## src/rtl/lcd_scan_pkg.sv

```systemverilog
package lcd_scan_pkg;

  // Drive level codes 0..5 select V0..V5
  typedef enum logic [2:0] {
    LV0 = 3'd0, LV1 = 3'd1, LV2 = 3'd2, LV3 = 3'd3, LV4 = 3'd4, LV5 = 3'd5
  } level_t;

  // Number of segment pins for a mode; a slave uses every pin as a segment
  function automatic logic [7:0] seg_count(input logic [1:0] m, input logic master);
    logic [7:0] n;
    case (m)
      2'b00:   n = 8'd16;
      2'b01:   n = 8'd0;
      2'b10:   n = 8'd32;
      default: n = 8'd48;
    endcase
    return master ? n : 8'd80;
  endfunction

  // Number of scanned rows (duty denominator) for a mode
  function automatic logic [7:0] com_count(input logic [1:0] m);
    case (m)
      2'b00:   return 8'd64;
      2'b01:   return 8'd80;
      2'b10:   return 8'd48;
      default: return 8'd32;
    endcase
  endfunction

endpackage

```

## src/rtl/lcd_line_timer.sv

```systemverilog
module lcd_line_timer #(
  parameter int LINE_CYCLES = 32
) (
  input  logic clk,
  input  logic rst,
  input  logic master_en,
  output logic load_out
);
  localparam int CW = (LINE_CYCLES > 1) ? $clog2(LINE_CYCLES) : 1;

  logic [CW-1:0] cnt;
  logic          last;

  assign last = (cnt == CW'(LINE_CYCLES - 1));

  always_ff @(posedge clk) begin
    if (rst) begin
      cnt      <= '0;
      load_out <= 1'b0;
    end else if (!master_en) begin
      cnt      <= '0;
      load_out <= 1'b0;
    end else begin
      cnt      <= last ? '0 : cnt + 1'b1;
      load_out <= last;
    end
  end
endmodule

```

## src/rtl/lcd_row_seq.sv

```systemverilog
module lcd_row_seq #(
  parameter int ROW_W = 7,
  parameter int CNT_W = 8
) (
  input  logic             clk,
  input  logic             rst,
  input  logic             adv,
  input  logic [CNT_W-1:0] com_total,
  output logic [ROW_W-1:0] cur_row,
  output logic [ROW_W-1:0] next_row,
  output logic             pol_neg
);
  logic at_last;

  assign at_last  = (CNT_W'(cur_row) + CNT_W'(1)) >= com_total;
  assign next_row = at_last ? '0 : cur_row + 1'b1;

  always_ff @(posedge clk) begin
    if (rst) begin
      cur_row <= '0;
      pol_neg <= 1'b0;
    end else if (adv) begin
      cur_row <= next_row;
      if (at_last) pol_neg <= ~pol_neg;
    end
  end
endmodule

```

## src/rtl/lcd_row_fetch.sv

```systemverilog
module lcd_row_fetch #(
  parameter int NUM_OUT    = 80,
  parameter int DW         = 4,
  parameter int AW         = 12,
  parameter int ROW_STRIDE = 32,
  parameter int ROW_W      = 7
) (
  input  logic               clk,
  input  logic               rst,
  input  logic               start,
  input  logic [ROW_W-1:0]   fetch_row,
  output logic               ram_rd,
  output logic [AW-1:0]      ram_addr,
  input  logic [DW-1:0]      ram_rdata,
  output logic [NUM_OUT-1:0] shadow
);
  localparam int NIBS = NUM_OUT / DW;
  localparam int IW   = (NIBS > 1) ? $clog2(NIBS) : 1;

  logic             busy;
  logic [IW-1:0]    idx;
  logic [IW-1:0]    idx_q;
  logic [ROW_W-1:0] base_row;
  logic             cap_v;
  logic [IW-1:0]    cap_idx;

  // Address issue: one nibble per cycle while busy
  always_ff @(posedge clk) begin
    if (rst) begin
      busy     <= 1'b0;
      idx      <= '0;
      idx_q    <= '0;
      base_row <= '0;
      ram_rd   <= 1'b0;
      ram_addr <= '0;
    end else if (start) begin
      busy     <= 1'b1;
      idx      <= '0;
      base_row <= fetch_row;
      ram_rd   <= 1'b0;
    end else if (busy) begin
      ram_rd   <= 1'b1;
      ram_addr <= AW'(base_row) * AW'(ROW_STRIDE) + AW'(idx);
      idx_q    <= idx;
      idx      <= idx + 1'b1;
      if (idx == IW'(NIBS - 1)) busy <= 1'b0;
    end else begin
      ram_rd <= 1'b0;
    end
  end

  // Capture: read data is valid one cycle after the request
  always_ff @(posedge clk) begin
    if (rst) begin
      cap_v   <= 1'b0;
      cap_idx <= '0;
      shadow  <= '0;
    end else begin
      cap_v   <= ram_rd;
      cap_idx <= idx_q;
      for (int j = 0; j < NIBS; j++) begin
        if (cap_v && cap_idx == IW'(j))
          shadow[NUM_OUT-1-DW*j -: DW] <= ram_rdata;
      end
    end
  end
endmodule

```

## src/rtl/lcd_level_enc.sv

```systemverilog
module lcd_level_enc
  import lcd_scan_pkg::*;
#(
  parameter int NUM_OUT = 80,
  parameter int ROW_W   = 7,
  parameter int CNT_W   = 8
) (
  input  logic                 clk,
  input  logic                 rst,
  input  logic [NUM_OUT-1:0]   disp,
  input  logic [ROW_W-1:0]     cur_row,
  input  logic                 pol_neg,
  input  logic [CNT_W-1:0]     seg_total,
  output logic [3*NUM_OUT-1:0] level_out,
  output logic                 frame_neg
);
  always_ff @(posedge clk) begin
    if (rst) frame_neg <= 1'b0;
    else     frame_neg <= pol_neg;
  end

  for (genvar p = 0; p < NUM_OUT; p++) begin : g_pin
    logic       is_seg;
    logic       is_sel;
    logic [CNT_W-1:0] cidx;
    level_t     code;

    assign cidx   = CNT_W'(p) - seg_total;
    assign is_seg = CNT_W'(p) < seg_total;
    assign is_sel = (cidx == CNT_W'(cur_row));

    always_comb begin
      if (is_seg) begin
        if (disp[p]) code = pol_neg ? LV0 : LV5;
        else         code = pol_neg ? LV2 : LV3;
      end else begin
        if (is_sel)  code = pol_neg ? LV5 : LV0;
        else         code = pol_neg ? LV1 : LV4;
      end
    end

    always_ff @(posedge clk) begin
      if (rst) level_out[3*p +: 3] <= 3'd0;
      else     level_out[3*p +: 3] <= code;
    end
  end
endmodule

```

## src/rtl/lcd_scan.sv

```systemverilog
module lcd_scan
  import lcd_scan_pkg::*;
#(
  parameter int NUM_OUT     = 80,
  parameter int DW          = 4,
  parameter int AW          = 12,
  parameter int ROW_STRIDE  = 32,
  parameter int LINE_CYCLES = 32
) (
  input  logic                 clk,
  input  logic                 rst,
  input  logic [1:0]           mode_sel,
  input  logic                 master_en,
  input  logic                 load_in,
  output logic                 load_out,
  output logic                 ram_rd,
  output logic [AW-1:0]        ram_addr,
  input  logic [DW-1:0]        ram_rdata,
  output logic                 frame_neg,
  output logic [3*NUM_OUT-1:0] level_out
);
  localparam int ROW_W = $clog2(NUM_OUT);
  localparam int CNT_W = 8;

  logic [CNT_W-1:0]   seg_total;
  logic [CNT_W-1:0]   com_total;
  logic               adv;
  logic               start_q;
  logic [ROW_W-1:0]   cur_row;
  logic [ROW_W-1:0]   next_row;
  logic               pol_neg;
  logic [NUM_OUT-1:0] shadow;
  logic [NUM_OUT-1:0] disp;

  assign seg_total = seg_count(mode_sel, master_en);
  assign com_total = com_count(mode_sel);
  assign adv       = master_en ? load_out : load_in;

  lcd_line_timer #(.LINE_CYCLES(LINE_CYCLES)) u_timer (
    .clk(clk), .rst(rst), .master_en(master_en), .load_out(load_out)
  );

  lcd_row_seq #(.ROW_W(ROW_W), .CNT_W(CNT_W)) u_seq (
    .clk(clk), .rst(rst), .adv(adv), .com_total(com_total),
    .cur_row(cur_row), .next_row(next_row), .pol_neg(pol_neg)
  );

  // Fetch of the following row starts the cycle after each advance
  always_ff @(posedge clk) begin
    if (rst) start_q <= 1'b1;
    else     start_q <= adv;
  end

  lcd_row_fetch #(
    .NUM_OUT(NUM_OUT), .DW(DW), .AW(AW), .ROW_STRIDE(ROW_STRIDE), .ROW_W(ROW_W)
  ) u_fetch (
    .clk(clk), .rst(rst), .start(start_q), .fetch_row(next_row),
    .ram_rd(ram_rd), .ram_addr(ram_addr), .ram_rdata(ram_rdata), .shadow(shadow)
  );

  // Whole-row transfer from shadow on the line strobe
  always_ff @(posedge clk) begin
    if (rst)      disp <= '0;
    else if (adv) disp <= shadow;
  end

  lcd_level_enc #(.NUM_OUT(NUM_OUT), .ROW_W(ROW_W), .CNT_W(CNT_W)) u_enc (
    .clk(clk), .rst(rst), .disp(disp), .cur_row(cur_row), .pol_neg(pol_neg),
    .seg_total(seg_total), .level_out(level_out), .frame_neg(frame_neg)
  );
endmodule

```

## config.mk

```make
export PLATFORM = sky130hd
export DESIGN_NAME = lcd_scan
export DESIGN_NICKNAME = d
export VERILOG_FILES = /design/src/rtl/lcd_scan_pkg.sv /design/src/rtl/lcd_line_timer.sv /design/src/rtl/lcd_row_seq.sv /design/src/rtl/lcd_row_fetch.sv /design/src/rtl/lcd_level_enc.sv /design/src/rtl/lcd_scan.sv
export SDC_FILE = /design/constraint.sdc
export NUM_CORES = 1
export LEC_CHECK = 0
export BUFFER_PORTS_ARGS = -buffer_cell sky130_fd_sc_hd__buf_2
export CAP_MARGIN = 40
export CORE_UTILIZATION = 40
export DETAILED_ROUTE_END_ITERATION = 6
export HOLD_SLACK_MARGIN = 0.1
export SLEW_MARGIN = 20
export SYNTH_ARGS = -nofsm -noshare
export SYNTH_HDL_FRONTEND = slang
export SYNTH_SLANG_ARGS = --single-unit
```

## constraint.sdc

```tcl
create_clock -name clk -period 3.9 [get_ports clk]
set_clock_uncertainty 0.05 [all_clocks]
set_input_delay 0.39 -clock clk [delete_from_list [all_inputs] [get_ports clk]]
set_output_delay 0.39 -clock clk [all_outputs]
set_load 0.05 [all_outputs]
```

==> results_dict.tcl, run 1 <==
set metrics [dict create \
    synth_top_family_by_area "simple AND/OR/NAND/NOR gates" \
    cts_buffer_depth 3 \
    synth_top_cell_by_area "dfxtp_1" \
    fin_util 0.480 \
    seqCellArea_um2 7450 \
    cts_hold_buf 0 \
    arrival_ps 3740 \
    grt_overflow 0 \
    cp-endpoint "u_seq.cur_row[2]$_SDFFE_PP0P_" \
    seq_area_frac_synth 0.523 \
    dieHeight_um 191 \
    worstPathRequired_ps 4240 \
    final_cells 2234 \
    setup_violations 0 \
    reg2reg_depth 10 \
    synth.area.top_cells "dfxtp_1, nand2_1, a21oi_1, mux2i_1, nor2_1" \
    drt_first_pass_iters 5 \
    netlist.area_leader.share 0.523 \
    maxSlewViolCount 0 \
    timing.final.ws_setup_ps 500 \
    grt_pass1_vias 10500 \
    viasPerCell 5.19 \
    endpoint_kind "flip-flop" \
    synth_ff_type "dfxtp_1" \
    synthXorXnorAreaFrac 0.0117 \
    htreeDepth 2 \
    synth_simple_gate_area_frac 0.191 \
    antenna_found_initial 1 \
    coreArea_um2 34800 \
    hold_slack_ps 210 \
    ir_worst_vdd_mv 0.328 \
    avgSynthCellArea_um2 8.76 \
    grt_pass1_wl_um 62100 \
    place_ws_ps 575 \
    fillers 3379 \
    dp_hpwl_um 29500 \
    cp-start-kind "flip-flop" \
    die_x_um 191 \
    synth-compound-area-share 0.128 \
    multi_input_area_um2 5690 \
    antenna_left 0 \
    synthMuxAreaShare 0.0522 \
    initial_core_util 0.409 \
    status "finished, final reports clean" \
    max_slew.worst_pin.slew_ps 799 \
    max_freq_mhz 294 \
    wirelength_um 41800 \
    synth_cell_types 55 \
    rsz0062_at_grt "false" \
    via_count 11600 \
    cts_root_buffer "clkbuf_16" \
    synth_edf_count 0 \
    power.density_nw_per_um2 539 \
    placed_cells_incl_taps 2163 \
    period_needed_ps 3400 \
    finish.instance_area_um2 16700 \
    syn_to_final_growth_pct 17.3 \
    cts_buffers 39 \
    path_clk_slew_ps 60 \
    crit_start "u_seq.cur_row[0]$_SDFFE_PP0P_" \
    synth_area_um2 14200 \
    syn_nets 1652 \
    nets 1777 \
    worstSkewPairLatency_ps 540 \
    grt_max_degree 97 \
    synth_warnings 0 \
    cts_tree "yes" \
    worst-setup-path-type "flip-flop to flip-flop" \
    diodes 0 \
    clkSinkCount 372 \
    num_io_pins 265 \
    maxCapViolations 0 \
    wl_per_cell_um 18.7 \
    gp_congestion 0.925 \
    synth-seq-cells 372 \
    p_leak_nw 6.92 \
    cp_max_fo 10 \
    finalPower_mw 9.01 \
    io_buffers 264 \
    synth.most_common_cell "dfxtp_1" \
    synthTopCellsByCount "dfxtp_1, nand2_1, a21oi_1, nor2_1, clkbuf_1" \
    layout-drive-gt1-share 0.212 \
    post_cts_buffers 0 \
    timing.final.hold_violations 0 \
    r2r-end "u_seq.cur_row[2]$_SDFFE_PP0P_" \
    fp-row-count 68 \
    dieArea_um2 36300 \
    r2r_slack_ps 500 \
    relSlewSlack 0.460 \
    hold_path.class "primary input to flip-flop" \
    synthArstFlopShare 0 \
    yosys.area_share.adder 0.0149 \
    dpl-instance-area_um2 15300 \
    reg2reg_from "u_seq.cur_row[0]$_SDFFE_PP0P_" \
    cts_resized 0 \
    fin_tns_setup_ps 0 \
    drt_iter0_drc 1016 \
    drc 0 \
    period_share 0.872 \
    syn_inst 1625 \
    grt_usage 0.223 \
]
[logic make-up (layout without fill, tap and decap cells)]
kind of cell,Yosys count,in the layout
AND/OR/NAND/NOR,614,614
AO/OA/AOI/OAI,305,305
buffers and inverters,224,378
XOR/XNOR,19,19
adder cells (fa/ha/maj),17,17
multiplexers,74,74
flip-flops,372,372
[critical path: stages (launching register included)]
cell and delay (ps):
dfxtp_1 500, ha_1 210, and3_1 330, nand3_1 130
xor2_1 260, inv_1 70, ha_1 330, nand4_1 190
o31a_1 390, o21ai_0 570, o221ai_1 220
[routing by layer]
metal  GRT usage  vias to the layer above  wire length (um)
li1            -                     5628                 -
met1       0.309                     5466             19000
met2       0.357                      442             19300
met3      0.0309                       67              2570
met4      0.0652                        2               964
met5           0                        -                10
[final cells by class]
cell class | instances | area share
Multi-Input combinational cell | 1029 | 0.341
Tap cell | 455 | 0.0341
Inverter | 15 | 0.00337
Timing Repair Buffer | 293 | 0.0945
Sequential cell | 372 | 0.446
Clock buffer | 55 | 0.0687
Clock inverter | 15 | 0.0123
[how the worst min path moves through the flow]
stage,endpoint,slack [ps],from,cells past startpoint
after floorplan,u_enc.level_out[10]$_SDFF_PP0_,360,disp[3]$_SDFFE_PP0P_,1
after global placement,u_timer.cnt[0]$_SDFF_PP0_,390,u_timer.cnt[0]$_SDFF_PP0_,1
after detailed placement,u_enc.level_out[202]$_SDFF_PP0_,380,disp[67]$_SDFFE_PP0P_,1
after CTS,u_timer.load_out$_SDFF_PP0_,220,master_en,3
after global routing,u_timer.load_out$_SDFF_PP0_,260,master_en,3
final,u_timer.load_out$_SDFF_PP0_,210,master_en,3
[registers in the layout, indices dropped and copies added, names as in the netlist]
signal,count
disp,80
start_q,1
u_enc.frame_neg,1
u_enc.level_out,164
u_fetch.base_row,7
u_fetch.busy,1
u_fetch.cap_idx,5
u_fetch.cap_v,1
u_fetch.idx,5
u_fetch.idx_q,4
u_fetch.ram_addr,8
u_fetch.ram_rd,1
u_fetch.shadow,80
u_seq.cur_row,7
u_seq.pol_neg,1
u_timer.cnt,5
u_timer.load_out,1
[power by group]
group,switching [mW],internal [mW],total [mW]
logic,0.980,0.225,1.21
registers,0.0629,3.92,3.98
clock network,1.54,2.28,3.82
[layout by cell type, fill, tap and decap left out, types with 4 or more instances in the layout]
cell,instances
xnor2_1,8
a21oi_1,162
o31ai_1,9
nand3_1,95
xor2_1,11
dfxtp_1,372
buf_4,27
clkbuf_8,9
nand2b_1,6
nand4_1,5
and3_1,8
clkbuf_16,40
o22a_1,4
or2_2,4
o221ai_1,25
mux2i_1,71
o21ai_1,8
nor2_1,154
nor2b_1,18
o21ai_0,56
clkbuf_1,6
clkinv_2,5
nor3_1,27
a21o_1,15
o31ai_2,8
buf_2,263
inv_1,14
and2_1,17
ha_1,17
nand2_1,254
Power figures use the tool's default switching activity.
==> run 2: changes to the inputs <==
- ABC_AREA: default -> 1
==> run 2 against run 1 <==
Compared with the run above:
- via count increased by 7.3%
- critical path type unchanged
- critical endpoint is now u_fetch.base_row[6]$_SDFFE_PP0P_
- largest power group unchanged
- first-iteration DRC count decreased by 16%
- sequential share of layout area shrank 0.31 points
- fmax up 24%
- clock power about the same
- global-route usage grew 0.46 points
==> results_dict.tcl, run 2 <==
set metrics [dict create \
    timing.final.ws_setup_ps 1160 \
    r2r_slack_ps 1160 \
    dieArea_um2 36500 \
    synth_warnings 0 \
    setup_violations 0 \
    cp-start-kind "flip-flop" \
    path_clk_slew_ps 60 \
    num_io_pins 265 \
    syn_inst 1840 \
    hold_path.class "primary input to flip-flop" \
    synthMuxAreaShare 0 \
    htreeDepth 2 \
    post_cts_buffers 0 \
    finish.instance_area_um2 16800 \
    grt_pass1_vias 11500 \
    period_needed_ps 2740 \
    arrival_ps 3150 \
    grt_pass1_wl_um 64000 \
    power.density_nw_per_um2 540 \
    via_count 12500 \
    nets 2034 \
    p_leak_nw 7.72 \
    die_x_um 191 \
    min_path_cells 3 \
    layout-drive-gt1-share 0.192 \
    avgSynthCellArea_um2 7.77 \
    grt_usage 0.227 \
    netlist.area_leader.share 0.521 \
    grt_max_degree 55 \
    io_buffers 264 \
    synth_top_family_by_area "simple AND/OR/NAND/NOR gates" \
    hold_slack_ps 345 \
    synth_simple_gate_area_frac 0.227 \
    drt_iter0_drc 849 \
    cts_resized 0 \
    synth.most_common_cell "dfxtp_1" \
    timing.final.hold_violations 0 \
    regMostFlops "u_enc.level_out" \
    place_ws_ps 754 \
    cp_slowest_stage_delay_ps 440 \
    wl_per_cell_um 16.8 \
    worstPathRequired_ps 4300 \
    synthTopCellsByCount "dfxtp_1, nand2_1, o21ai_0, nor2_1, nand3_1" \
    antenna_found_initial 0 \
    status "finished, final reports clean" \
    yosys.area_share.adder 0.0149 \
    cp_max_fo 9 \
    dieHeight_um 191 \
    synth-compound-area-share 0.121 \
    synth_ff_type "dfxtp_1" \
    finalPower_mw 9.09 \
    drt_first_pass_iters 5 \
    rsz0062_at_grt "false" \
    fillers 3503 \
    synth_top_cell_by_area "dfxtp_1" \
    dp_hpwl_um 29400 \
    worstPathCellList "ha_1, inv_1, nor2_4, nand3_1, xor2_1, ha_1, nand3_1, nor2_1, nand2_1, nand3_1, inv_2, nand2_1, o21ai_0" \
    maxSlewViolCount 0 \
    synthArstFlopShare 0 \
    reg2reg_from "u_seq.cur_row[0]$_SDFFE_PP0P_" \
    top_regs "u_enc.level_out: 164 flops, disp: 80 flops, u_fetch.shadow: 80 flops" \
    reg2reg_depth 13 \
    antenna_left 0 \
    maxCapViolations 0 \
    drc 0 \
    placed_cells_incl_taps 2421 \
    dpl-instance-area_um2 15500 \
    period_share 0.703 \
    fin_util 0.482 \
    diodes 0 \
    cp_common_cell "nand3_1" \
    max_freq_mhz 365 \
    cts_buffer_depth 3 \
    cts_tree "yes" \
    fin_tns_setup_ps 0 \
    worstSkewPairLatency_ps 550 \
    syn_nets 1867 \
    syn_to_final_growth_pct 17.7 \
    synth_edf_count 0 \
    ir_worst_vdd_mv 0.334 \
    worst-setup-path-type "flip-flop to flip-flop" \
    synthXorXnorAreaFrac 0.00420 \
    min-delay-start "ram_rdata[3]" \
    synth.area.top_cells "dfxtp_1, nand2_1, o21ai_0, nand3_1, nor2_1" \
    cpMaxStageDelayCell "dfxtp_1" \
    grt_overflow 0 \
    synth-seq-cells 372 \
    initial_core_util 0.410 \
    final_cell_mix "nand2_1, dfxtp_1, buf_2" \
    holdPathEnd "u_fetch.shadow[3]$_SDFFE_PP0P_" \
    max_slew.worst_pin.slew_ps 804 \
    clkSinkCount 372 \
    coreArea_um2 34900 \
    cts_buffers 39 \
    cts_root_buffer "clkbuf_16" \
    relSlewSlack 0.464 \
    endpoint_kind "flip-flop" \
    cts_hold_buf 0 \
    viasPerCell 5.00 \
    r2r-end "u_fetch.base_row[6]$_SDFFE_PP0P_" \
    synth_cell_types 36 \
    fp-row-count 68 \
    seq_area_frac_synth 0.521 \
    synth_area_um2 14300 \
    gp_congestion 0.851 \
    largest_reg_flops 164 \
    wirelength_um 41900 \
    final_cells 2491 \
]
-- run 2: cell count changes after synthesis, moves of 49 or more --
| cell | change |
|---|---|
| mux2i_1 | -72 |
| o21ai_0 | +141 |
| clkbuf_1 | -55 |
| inv_1 | +136 |
| nand3_1 | +74 |
| a21oi_1 | -49 |
| nand2_1 | +117 |
-- run 2: final cells by class --
class                   instances  area, um2  share of cell area
clock inverters                17        228              0.0135
repair buffers                298       1590              0.0945
multi-input cells            1137       5270               0.313
clock buffers                  53       1120              0.0665
flip-flops and latches        372       7450               0.443
well taps                     455        569              0.0338
inverters                     159        599              0.0356
-- run 2: cell families after synthesis --
family / Yosys count
xor+xnor: 6
simple gates: 772
fa+ha+maj: 17
buf+inv: 331
compound gates: 342
flops: 372
-- run 2: layer usage --
metal,part of all wire,track usage,up-vias
li1,-,-,6155
met1,0.45,0.303,5681
met2,0.45,0.365,532
met3,0.068,0.0330,88
met4,0.036,0.0966,0
met5,0,0,-
-- run 2: power breakdown --
| part | total [mW] | internal, mW | switching (mW) |
|---|---|---|---|
| sequential | 3.98 | 3.93 | 0.0557 |
| combinational | 1.27 | 0.232 | 1.04 |
| clock | 3.83 | 2.29 | 1.54 |
-- run 2: worst max-delay path by stage --
stage                                             start                                to  slack [ps]  cells past startpoint
after floorplan                               master_en    u_enc.level_out[98]$_SDFF_PP0_        1510                     15
after global placement                      mode_sel[0]   u_enc.level_out[227]$_SDFF_PP0_         850                     13
after detailed placement                    mode_sel[0]   u_enc.level_out[221]$_SDFF_PP0_         750                     13
after CTS                 u_seq.cur_row[0]$_SDFFE_PP0P_  u_fetch.base_row[6]$_SDFFE_PP0P_        1200                     13
after global routing                        mode_sel[0]   u_enc.level_out[218]$_SDFF_PP0_        1000                     13
final                     u_seq.cur_row[0]$_SDFFE_PP0P_  u_fetch.base_row[6]$_SDFFE_PP0P_        1160                     13
-- run 2: critical path: cells and delay by family (launching register included) --
family                   cells  cell delay, ps
AO/OA/AOI/OAI                1             160
XOR/XNOR                     1             180
adder cells (fa/ha/maj)      2             580
buffers and inverters        2             260
flip-flops                   1             440
AND/OR/NAND/NOR              7             980
